===== config.mk =====
export PLATFORM = sky130hd
export DESIGN_NAME = ptp_inc_trimmer
export DESIGN_NICKNAME = d
export VERILOG_FILES = /design/src/rtl/ptp_trim_pkg.sv /design/src/rtl/ptp_trim_mul_step.sv /design/src/rtl/ptp_trim_div_step.sv /design/src/rtl/ptp_trim_apply.sv /design/src/rtl/ptp_inc_trimmer.sv
export SDC_FILE = /design/constraint.sdc
export NUM_CORES = 1
export LEC_CHECK = 0
export BUFFER_PORTS_ARGS = -buffer_cell sky130_fd_sc_hd__buf_2
export CORE_UTILIZATION = 45
export CTS_BUF_LIST = sky130_fd_sc_hd__clkbuf_16
export CTS_CLUSTER_DIAMETER = 100
export DETAILED_ROUTE_END_ITERATION = 6
export PLACE_DENSITY = 0.67
export SLEW_MARGIN = 0
export SYNTH_ARGS = -nofsm -noshare
export SYNTH_HDL_FRONTEND = slang
export SYNTH_SLANG_ARGS = --single-unit

===== constraint.sdc =====
create_clock -name clk_i -period 14.46 [get_ports clk_i]
set_clock_uncertainty 0.05 [all_clocks]
set_input_delay 1.446 -clock clk_i [delete_from_list [all_inputs] [get_ports clk_i]]
set_output_delay 1.446 -clock clk_i [all_outputs]
set_load 0.01 [all_outputs]

===== src/rtl/ptp_trim_pkg.sv =====
`timescale 1ns/1ps
package ptp_trim_pkg;

    // Fixed constants of the increment arithmetic
    localparam logic [63:0] NSEC_PER_SEC = 64'd1_000_000_000;
    localparam logic [63:0] ROUND_HALF   = 64'd500_000;
    localparam logic [63:0] SCALE_DIV    = 64'd1_000_000;

    typedef enum logic [1:0] {
        PH_IDLE = 2'd0,
        PH_MUL  = 2'd1,
        PH_DIV  = 2'd2
    } phase_e;

endpackage


===== src/rtl/ptp_trim_mul_step.sv =====
`timescale 1ns/1ps
// One shift-add multiply iteration: examines the low bit of the multiplier
// held in the lower half of the accumulator, then shifts right by one.
module ptp_trim_mul_step #(
    parameter int A_W = 32,
    parameter int B_W = 32,
    localparam int P_W = A_W + B_W
) (
    input  logic [P_W-1:0] acc_i,
    input  logic [A_W-1:0] mcand_i,
    output logic [P_W-1:0] acc_o
);
    logic [A_W-1:0] hi;
    logic [B_W-1:0] lo;
    logic [A_W:0]   sum;

    always_comb begin
        hi  = acc_i[P_W-1:B_W];
        lo  = acc_i[B_W-1:0];
        sum = {1'b0, hi} + (lo[0] ? {1'b0, mcand_i} : '0);
        acc_o = {sum, lo[B_W-1:1]};
    end
endmodule


===== src/rtl/ptp_trim_div_step.sv =====
`timescale 1ns/1ps
// One restoring-division iteration: brings the next dividend bit into the
// partial remainder, subtracts the divisor when it fits, records the bit.
module ptp_trim_div_step #(
    parameter int DVD_W = 64,
    parameter int DSR_W = 32
) (
    input  logic [DSR_W-1:0] rem_i,
    input  logic [DVD_W-1:0] quo_i,
    input  logic [DSR_W-1:0] dsr_i,
    output logic [DSR_W-1:0] rem_o,
    output logic [DVD_W-1:0] quo_o
);
    logic [DSR_W:0] trial;
    logic [DSR_W:0] diff;
    logic           fits;

    always_comb begin
        trial = {rem_i, quo_i[DVD_W-1]};
        diff  = trial - {1'b0, dsr_i};
        fits  = (trial >= {1'b0, dsr_i});
        rem_o = fits ? diff[DSR_W-1:0] : trial[DSR_W-1:0];
        quo_o = {quo_i[DVD_W-2:0], fits};
    end
endmodule


===== src/rtl/ptp_trim_apply.sv =====
`timescale 1ns/1ps
// Applies the scaled correction to the nominal increment word.
module ptp_trim_apply #(
    parameter int WORD_W = 32
) (
    input  logic [WORD_W-1:0] nom_i,
    input  logic [WORD_W-1:0] adj_i,
    input  logic              neg_i,
    output logic [WORD_W-1:0] word_o
);
    always_comb begin
        if (neg_i) word_o = nom_i - adj_i;
        else       word_o = nom_i + adj_i;
    end
endmodule


===== src/rtl/ptp_inc_trimmer.sv =====
`timescale 1ns/1ps
module ptp_inc_trimmer
    import ptp_trim_pkg::*;
#(
    parameter int NS_W       = 8,
    parameter int FRAC_W     = 24,
    parameter int RATE_W     = 32,
    parameter int PPM_W      = 32,
    parameter int PPM_FRAC_W = 16
) (
    input  logic              clk_i,
    input  logic              rst_ni,
    input  logic              start_i,
    input  logic              mode_i,
    input  logic [RATE_W-1:0] rate_i,
    input  logic [PPM_W-1:0]  ppm_i,
    output logic [NS_W-1:0]   inc_ns_o,
    output logic [FRAC_W-1:0] inc_frac_o,
    output logic              done_o,
    output logic              err_o
);
    localparam int WORD_W = NS_W + FRAC_W;
    localparam int PROD_W = PPM_W + WORD_W;
    localparam int DVD_W  = PROD_W;
    localparam int DSR_W  = RATE_W;
    localparam int CNT_W  = $clog2(DVD_W + 1);
    localparam logic [CNT_W-1:0] MUL_LAST = CNT_W'(PPM_W - 1);
    localparam logic [CNT_W-1:0] DIV_LAST = CNT_W'(DVD_W - 1);

    typedef struct packed {
        phase_e            ph;
        logic [CNT_W-1:0]  cnt;
        logic              trim;
        logic              neg;
        logic [PROD_W-1:0] acc;
        logic [DVD_W-1:0]  quo;
        logic [DSR_W-1:0]  rem;
        logic [DSR_W-1:0]  dsr;
        logic [WORD_W-1:0] nom;
        logic [WORD_W-1:0] res;
        logic              done;
        logic              err;
    } state_t;

    state_t st_d, st_q;

    // Datapath step results
    logic [PROD_W-1:0] mul_acc_d;
    logic [DSR_W-1:0]  div_rem_d;
    logic [DVD_W-1:0]  div_quo_d;
    logic [WORD_W-1:0] trim_word_d;
    logic [PPM_W-1:0]  ppm_mag_d;
    logic [PROD_W-1:0] rounded_d;

    assign ppm_mag_d = ppm_i[PPM_W-1] ? (~ppm_i + PPM_W'(1)) : ppm_i;
    assign rounded_d = mul_acc_d + PROD_W'(ROUND_HALF);

    ptp_trim_mul_step #(
        .A_W (WORD_W),
        .B_W (PPM_W)
    ) u_mul_step (
        .acc_i   (st_q.acc),
        .mcand_i (st_q.nom),
        .acc_o   (mul_acc_d)
    );

    ptp_trim_div_step #(
        .DVD_W (DVD_W),
        .DSR_W (DSR_W)
    ) u_div_step (
        .rem_i (st_q.rem),
        .quo_i (st_q.quo),
        .dsr_i (st_q.dsr),
        .rem_o (div_rem_d),
        .quo_o (div_quo_d)
    );

    ptp_trim_apply #(
        .WORD_W (WORD_W)
    ) u_apply (
        .nom_i  (st_q.nom),
        .adj_i  (div_quo_d[WORD_W-1:0]),
        .neg_i  (st_q.neg),
        .word_o (trim_word_d)
    );

    always_comb begin
        st_d      = st_q;
        st_d.done = 1'b0;
        unique case (st_q.ph)
            PH_IDLE: begin
                if (start_i) begin
                    st_d.cnt  = '0;
                    st_d.trim = mode_i;
                    st_d.err  = 1'b0;
                    if (!mode_i) begin
                        if (rate_i == '0) begin
                            st_d.err = 1'b1;
                        end else begin
                            // Long division of 1e9 carried on into FRAC_W
                            // fractional bits: quotient is {ns, frac}.
                            st_d.ph  = PH_DIV;
                            st_d.quo = DVD_W'(NSEC_PER_SEC) << FRAC_W;
                            st_d.rem = '0;
                            st_d.dsr = DSR_W'(rate_i);
                        end
                    end else begin
                        st_d.ph  = PH_MUL;
                        st_d.neg = ppm_i[PPM_W-1];
                        st_d.acc = {{WORD_W{1'b0}}, ppm_mag_d};
                    end
                end
            end
            PH_MUL: begin
                st_d.acc = mul_acc_d;
                st_d.cnt = st_q.cnt + CNT_W'(1);
                if (st_q.cnt == MUL_LAST) begin
                    st_d.ph  = PH_DIV;
                    st_d.cnt = '0;
                    st_d.quo = DVD_W'(rounded_d >> PPM_FRAC_W);
                    st_d.rem = '0;
                    st_d.dsr = DSR_W'(SCALE_DIV);
                end
            end
            PH_DIV: begin
                st_d.quo = div_quo_d;
                st_d.rem = div_rem_d;
                st_d.cnt = st_q.cnt + CNT_W'(1);
                if (st_q.cnt == DIV_LAST) begin
                    st_d.ph   = PH_IDLE;
                    st_d.cnt  = '0;
                    st_d.done = 1'b1;
                    if (st_q.trim) begin
                        st_d.res = trim_word_d;
                    end else begin
                        st_d.res = div_quo_d[WORD_W-1:0];
                        st_d.nom = div_quo_d[WORD_W-1:0];
                    end
                end
            end
            default: begin
                st_d.ph = PH_IDLE;
            end
        endcase
    end

    always_ff @(posedge clk_i or negedge rst_ni) begin
        if (!rst_ni) begin
            st_q <= '0;
        end else begin
            st_q <= st_d;
        end
    end

    assign inc_ns_o   = st_q.res[WORD_W-1:FRAC_W];
    assign inc_frac_o = st_q.res[FRAC_W-1:0];
    assign done_o     = st_q.done;
    assign err_o      = st_q.err;

    // completion is a single-cycle pulse
    a_r7_done_single: assert property (@(posedge clk_i) disable iff (!rst_ni)
        done_o |=> !done_o);

    // increment outputs move only together with done
    a_r10_out_hold: assert property (@(posedge clk_i) disable iff (!rst_ni)
        !done_o |-> $stable({inc_ns_o, inc_frac_o}));

    // a rejected request never completes
    a_r9_err_no_done: assert property (@(posedge clk_i) disable iff (!rst_ni)
        err_o |-> !done_o);

    // nominal word untouched while a trim is running
    a_r6_nom_frozen: assert property (@(posedge clk_i) disable iff (!rst_ni)
        (st_q.trim && st_q.ph != PH_IDLE) |=> $stable(st_q.nom));

    // the captured mode cannot change once busy
    a_r8_mode_frozen: assert property (@(posedge clk_i) disable iff (!rst_ni)
        (st_q.ph != PH_IDLE) |=> $stable(st_q.trim));

    // restoring divider keeps its partial remainder below the divisor
    a_r2_rem_below_divisor: assert property (@(posedge clk_i) disable iff (!rst_ni)
        (st_q.ph == PH_DIV) |-> (st_q.rem < st_q.dsr));

endmodule


==> impl_summary.log <==
INFO  metric run_status = complete, no violations
INFO  metric routed_via_density = 5.907
INFO  metric die_height = 207.7 um
INFO  metric grt_antenna_before_repair = 2
INFO  metric hp_class = flop to flop
INFO  metric timing_hold_violations_final = 0
INFO  metric slew_viol_final = 0
INFO  metric timing.max_cap.violations = 0
INFO  metric dr.pass1.iters = 6
INFO  metric grt_pass1_vias = 15,761
INFO  metric final_nets = 2,399
INFO  metric placed_cells = 2,725
INFO  metric critPathKind = flop to flop
INFO  metric worst_slack = 7247 ps
INFO  metric maxSlewHeadroom = 24.58%
INFO  metric clk_transition_reported_paths = 60 ps
INFO  metric place_hpwl = 37.86 mm
INFO  metric grt_setup_unrepaired = false
INFO  metric total_leakage_power = 9.679 nW
INFO  metric critical_path.endpoint_type = flop
INFO  metric tritoncts = done
INFO  metric yosys_warnings = 0
INFO  metric max-vdd-ir-drop = 0.1169 mV
INFO  metric worst_setup_path_start_kind = flop
INFO  metric finalWirelength = 52.12 mm
INFO  metric synth.lib_cells_used.distinct = 80
INFO  metric ys_dominant_reg_cell = sky130_fd_sc_hd__dfrtp_1
INFO  metric n_fill_cell = 3,916
INFO  metric drc = 0
INFO  metric grt_first_pass_wirelength = 85.12 mm
INFO  metric syn-instance-count = 2,230
INFO  metric number_of_violations_reported_at_the_end_of_detailed_routing_iteration_0 = 1,364
INFO  metric async_reset_ff_share = 100.0%
INFO  metric post_route_cells_drive_above_1_share = 10.58%
INFO  metric synth_nets = 2,403
INFO  metric die_x = 207.7 um
INFO  metric number_of_buffers_added_by_the_clock_tree_synthesis_step = 31
INFO  metric count_of_placed_standard_cells_in_the_final_layout_fillers_left_out = 2,782
INFO  metric pin_count_of_the_biggest_net_entering_global_routing = 129
INFO  metric crit_path_max_fanout = 30
INFO  metric tightest_slew = 1131 ps
INFO  metric cts_hold_buffers = 0
INFO  metric starting_density_of_the_core = 46.11%
INFO  metric setup_violations = 0
INFO  metric port_buffers = 101
INFO  metric grt_remaining_overflow = 0
INFO  metric critPathArrivalTime = 7630 ps
INFO  metric row_count = 74
INFO  metric routed_wire_length_per_instance = 18.74 um
INFO  metric synthToLayoutAreaGrowth = 8.819%
INFO  metric antenna_left = 0
INFO  metric die-area = 43,140 sq um
INFO  metric p_per_area = 149.3 nW/um^2
INFO  metric grt_use_total = 24.12%
INFO  metric root_buffer = sky130_fd_sc_hd__clkbuf_16
INFO  metric min_period = 7213 ps
INFO  metric post_synth_design_cell_area = 19,040 sq um
INFO  metric synth-edff-count = 0
INFO  metric worst_ep_required_time = 14,870 ps
INFO  metric ios = 102
INFO  metric cts.path.max_buffers = 3
INFO  metric routabilityCongestion = 0.9193
INFO  metric post_cts.repair.setup_buffers = 0
INFO  metric post_synthesis_sequential_element_count = 269
INFO  metric synth.yosys.seq_area_share = 35.36%
INFO  metric post_cts_resize_count = 0
INFO  metric syn_avg_cell_area = 8.538 sq um
INFO  metric core_area = 41,290 sq um
INFO  metric clkLatencyLatePin = 590 ps
INFO  metric detailroute.via_count = 16,432
INFO  metric cts.htree.levels = 1
INFO  metric timing.final.crit_share = 49.88%
INFO  metric timing.setup.tns = 0 ps
INFO  metric pre_cts_ws = 7325 ps
INFO  metric clkSinkCount = 269
INFO  metric max_clock_freq = 138.6 MHz
power breakdown:
group          internal [W]  switching (W)
combinational      0.000484       0.000818
sequential         0.000864       0.000116
clock              0.000478       0.000334
total               0.00183        0.00127
Yosys cell counts (32+ instances only):
library cell                 n  area share [%]
sky130_fd_sc_hd__clkbuf_1  117             2.3
sky130_fd_sc_hd__a22oi_1    67             2.6
sky130_fd_sc_hd__buf_4      32             1.3
sky130_fd_sc_hd__mux2i_1    36             1.9
sky130_fd_sc_hd__nand3_1    43             1.1
sky130_fd_sc_hd__ha_1      102             6.7
sky130_fd_sc_hd__o21ai_0   232             6.1
sky130_fd_sc_hd__nor2_1    103             2.0
sky130_fd_sc_hd__xor2_1     82             3.8
sky130_fd_sc_hd__a21o_1     61             2.4
sky130_fd_sc_hd__inv_1      73             1.4
sky130_fd_sc_hd__xnor2_1    96             4.4
sky130_fd_sc_hd__dfrtp_1   269              35
sky130_fd_sc_hd__a21oi_1   140             3.7
sky130_fd_sc_hd__nand2_1   298             5.9
sky130_fd_sc_hd__and2_1     51             1.7
through the flow:
step	hold WS, ps	util, %	cell area, sq um	total power [W]
after floorplan	389.1	-	19040	0.001943
after global placement	400.7	47.66	19680	0.002253
after detailed placement	406.4	47.66	19680	0.002280
after CTS	419.5	50.17	20720	0.003103
after global routing	439.3	50.17	20720	0.003302
final	418.9	50.17	20720	0.003094
cell families after synthesis:
family	after synthesis	share of synthesized area, %
simple gates	694	17.68
compound gates	685	22.76
flops	269	35.36
buf+inv	232	5.270
xor+xnor	178	8.188
fa+ha+maj	105	7.018
mux	67	3.726
sequential cells by signal, summed over array words and instances (netlist names):
signal	cells
st_q	235
err_o	1
done_o	1
inc_frac_o	24
inc_ns_o	8
critical path, cell delays in order, from the launching register on:
cell and delay [ps]:
sky130_fd_sc_hd__dfrtp_1 400, sky130_fd_sc_hd__ha_1 380, sky130_fd_sc_hd__a21o_1 210, sky130_fd_sc_hd__a21o_1 180, sky130_fd_sc_hd__a2111oi_0 440, sky130_fd_sc_hd__o31ai_1 130
sky130_fd_sc_hd__a21oi_1 170, sky130_fd_sc_hd__a21oi_1 100, sky130_fd_sc_hd__nor2b_1 250, sky130_fd_sc_hd__o21ai_2 70, sky130_fd_sc_hd__buf_4 260, sky130_fd_sc_hd__inv_1 90
sky130_fd_sc_hd__buf_4 340, sky130_fd_sc_hd__ha_1 340, sky130_fd_sc_hd__a31oi_1 140, sky130_fd_sc_hd__xnor2_1 140, sky130_fd_sc_hd__ha_1 210, sky130_fd_sc_hd__a2111oi_0 840
sky130_fd_sc_hd__o21ai_0 280, sky130_fd_sc_hd__a41o_1 360, sky130_fd_sc_hd__a31oi_1 310, sky130_fd_sc_hd__o21ai_0 260, sky130_fd_sc_hd__a211oi_1 480, sky130_fd_sc_hd__nor2b_1 100
sky130_fd_sc_hd__o31ai_1 270, sky130_fd_sc_hd__xor2_1 160, sky130_fd_sc_hd__o21ai_0 90
placed cells by master, fill, tap and decap left out, drive strengths merged, types with 51 or more instances in the layout:
master	netlist	final
xor2	82	82
xnor2	96	96
nand2	298	298
a22oi	67	67
a21oi	140	140
inv	73	81
and2	51	51
o21ai	238	238
buf	41	122
a21o	61	61
ha	102	102
dfrtp	269	269
nor2	103	103
path summary, 6_finish.rpt:
check,from,end,slack (ps),cells after the start
max in group asynchronous,rst_ni,st_q[41],11770,2
min reg2reg,st_q[188],st_q[188],420,2
max,st_q[115],inc_ns_o[6],7250,26
max reg2reg,st_q[115],inc_ns_o[6],7250,26
min in group asynchronous,rst_ni,st_q[101],940,1
min,st_q[188],st_q[188],420,2
layer usage:
metal  vias to the layer above  GRT usage, %  wire length, um
li1                       7969             -                -
met1                      7925         35.64            25330
met2                       461         36.93            22540
met3                        75         3.132             2937
met4                         2         6.411             1305
met5                         -             0               11
final cells by class:
type | instances | area (sq um) | share of cell area [%]
antenna | 1 | 2.502 | 0.01208
sequential | 269 | 6733 | 32.50
clock inverter | 25 | 257.7 | 1.244
inverter | 73 | 274.0 | 1.323
tap | 532 | 665.6 | 3.213
timing repair buffer | 122 | 673.1 | 3.249
multi-input combinational | 1729 | 11340 | 54.72
clock buffer | 31 | 775.7 | 3.744
Power figures use the tool's default switching activity.
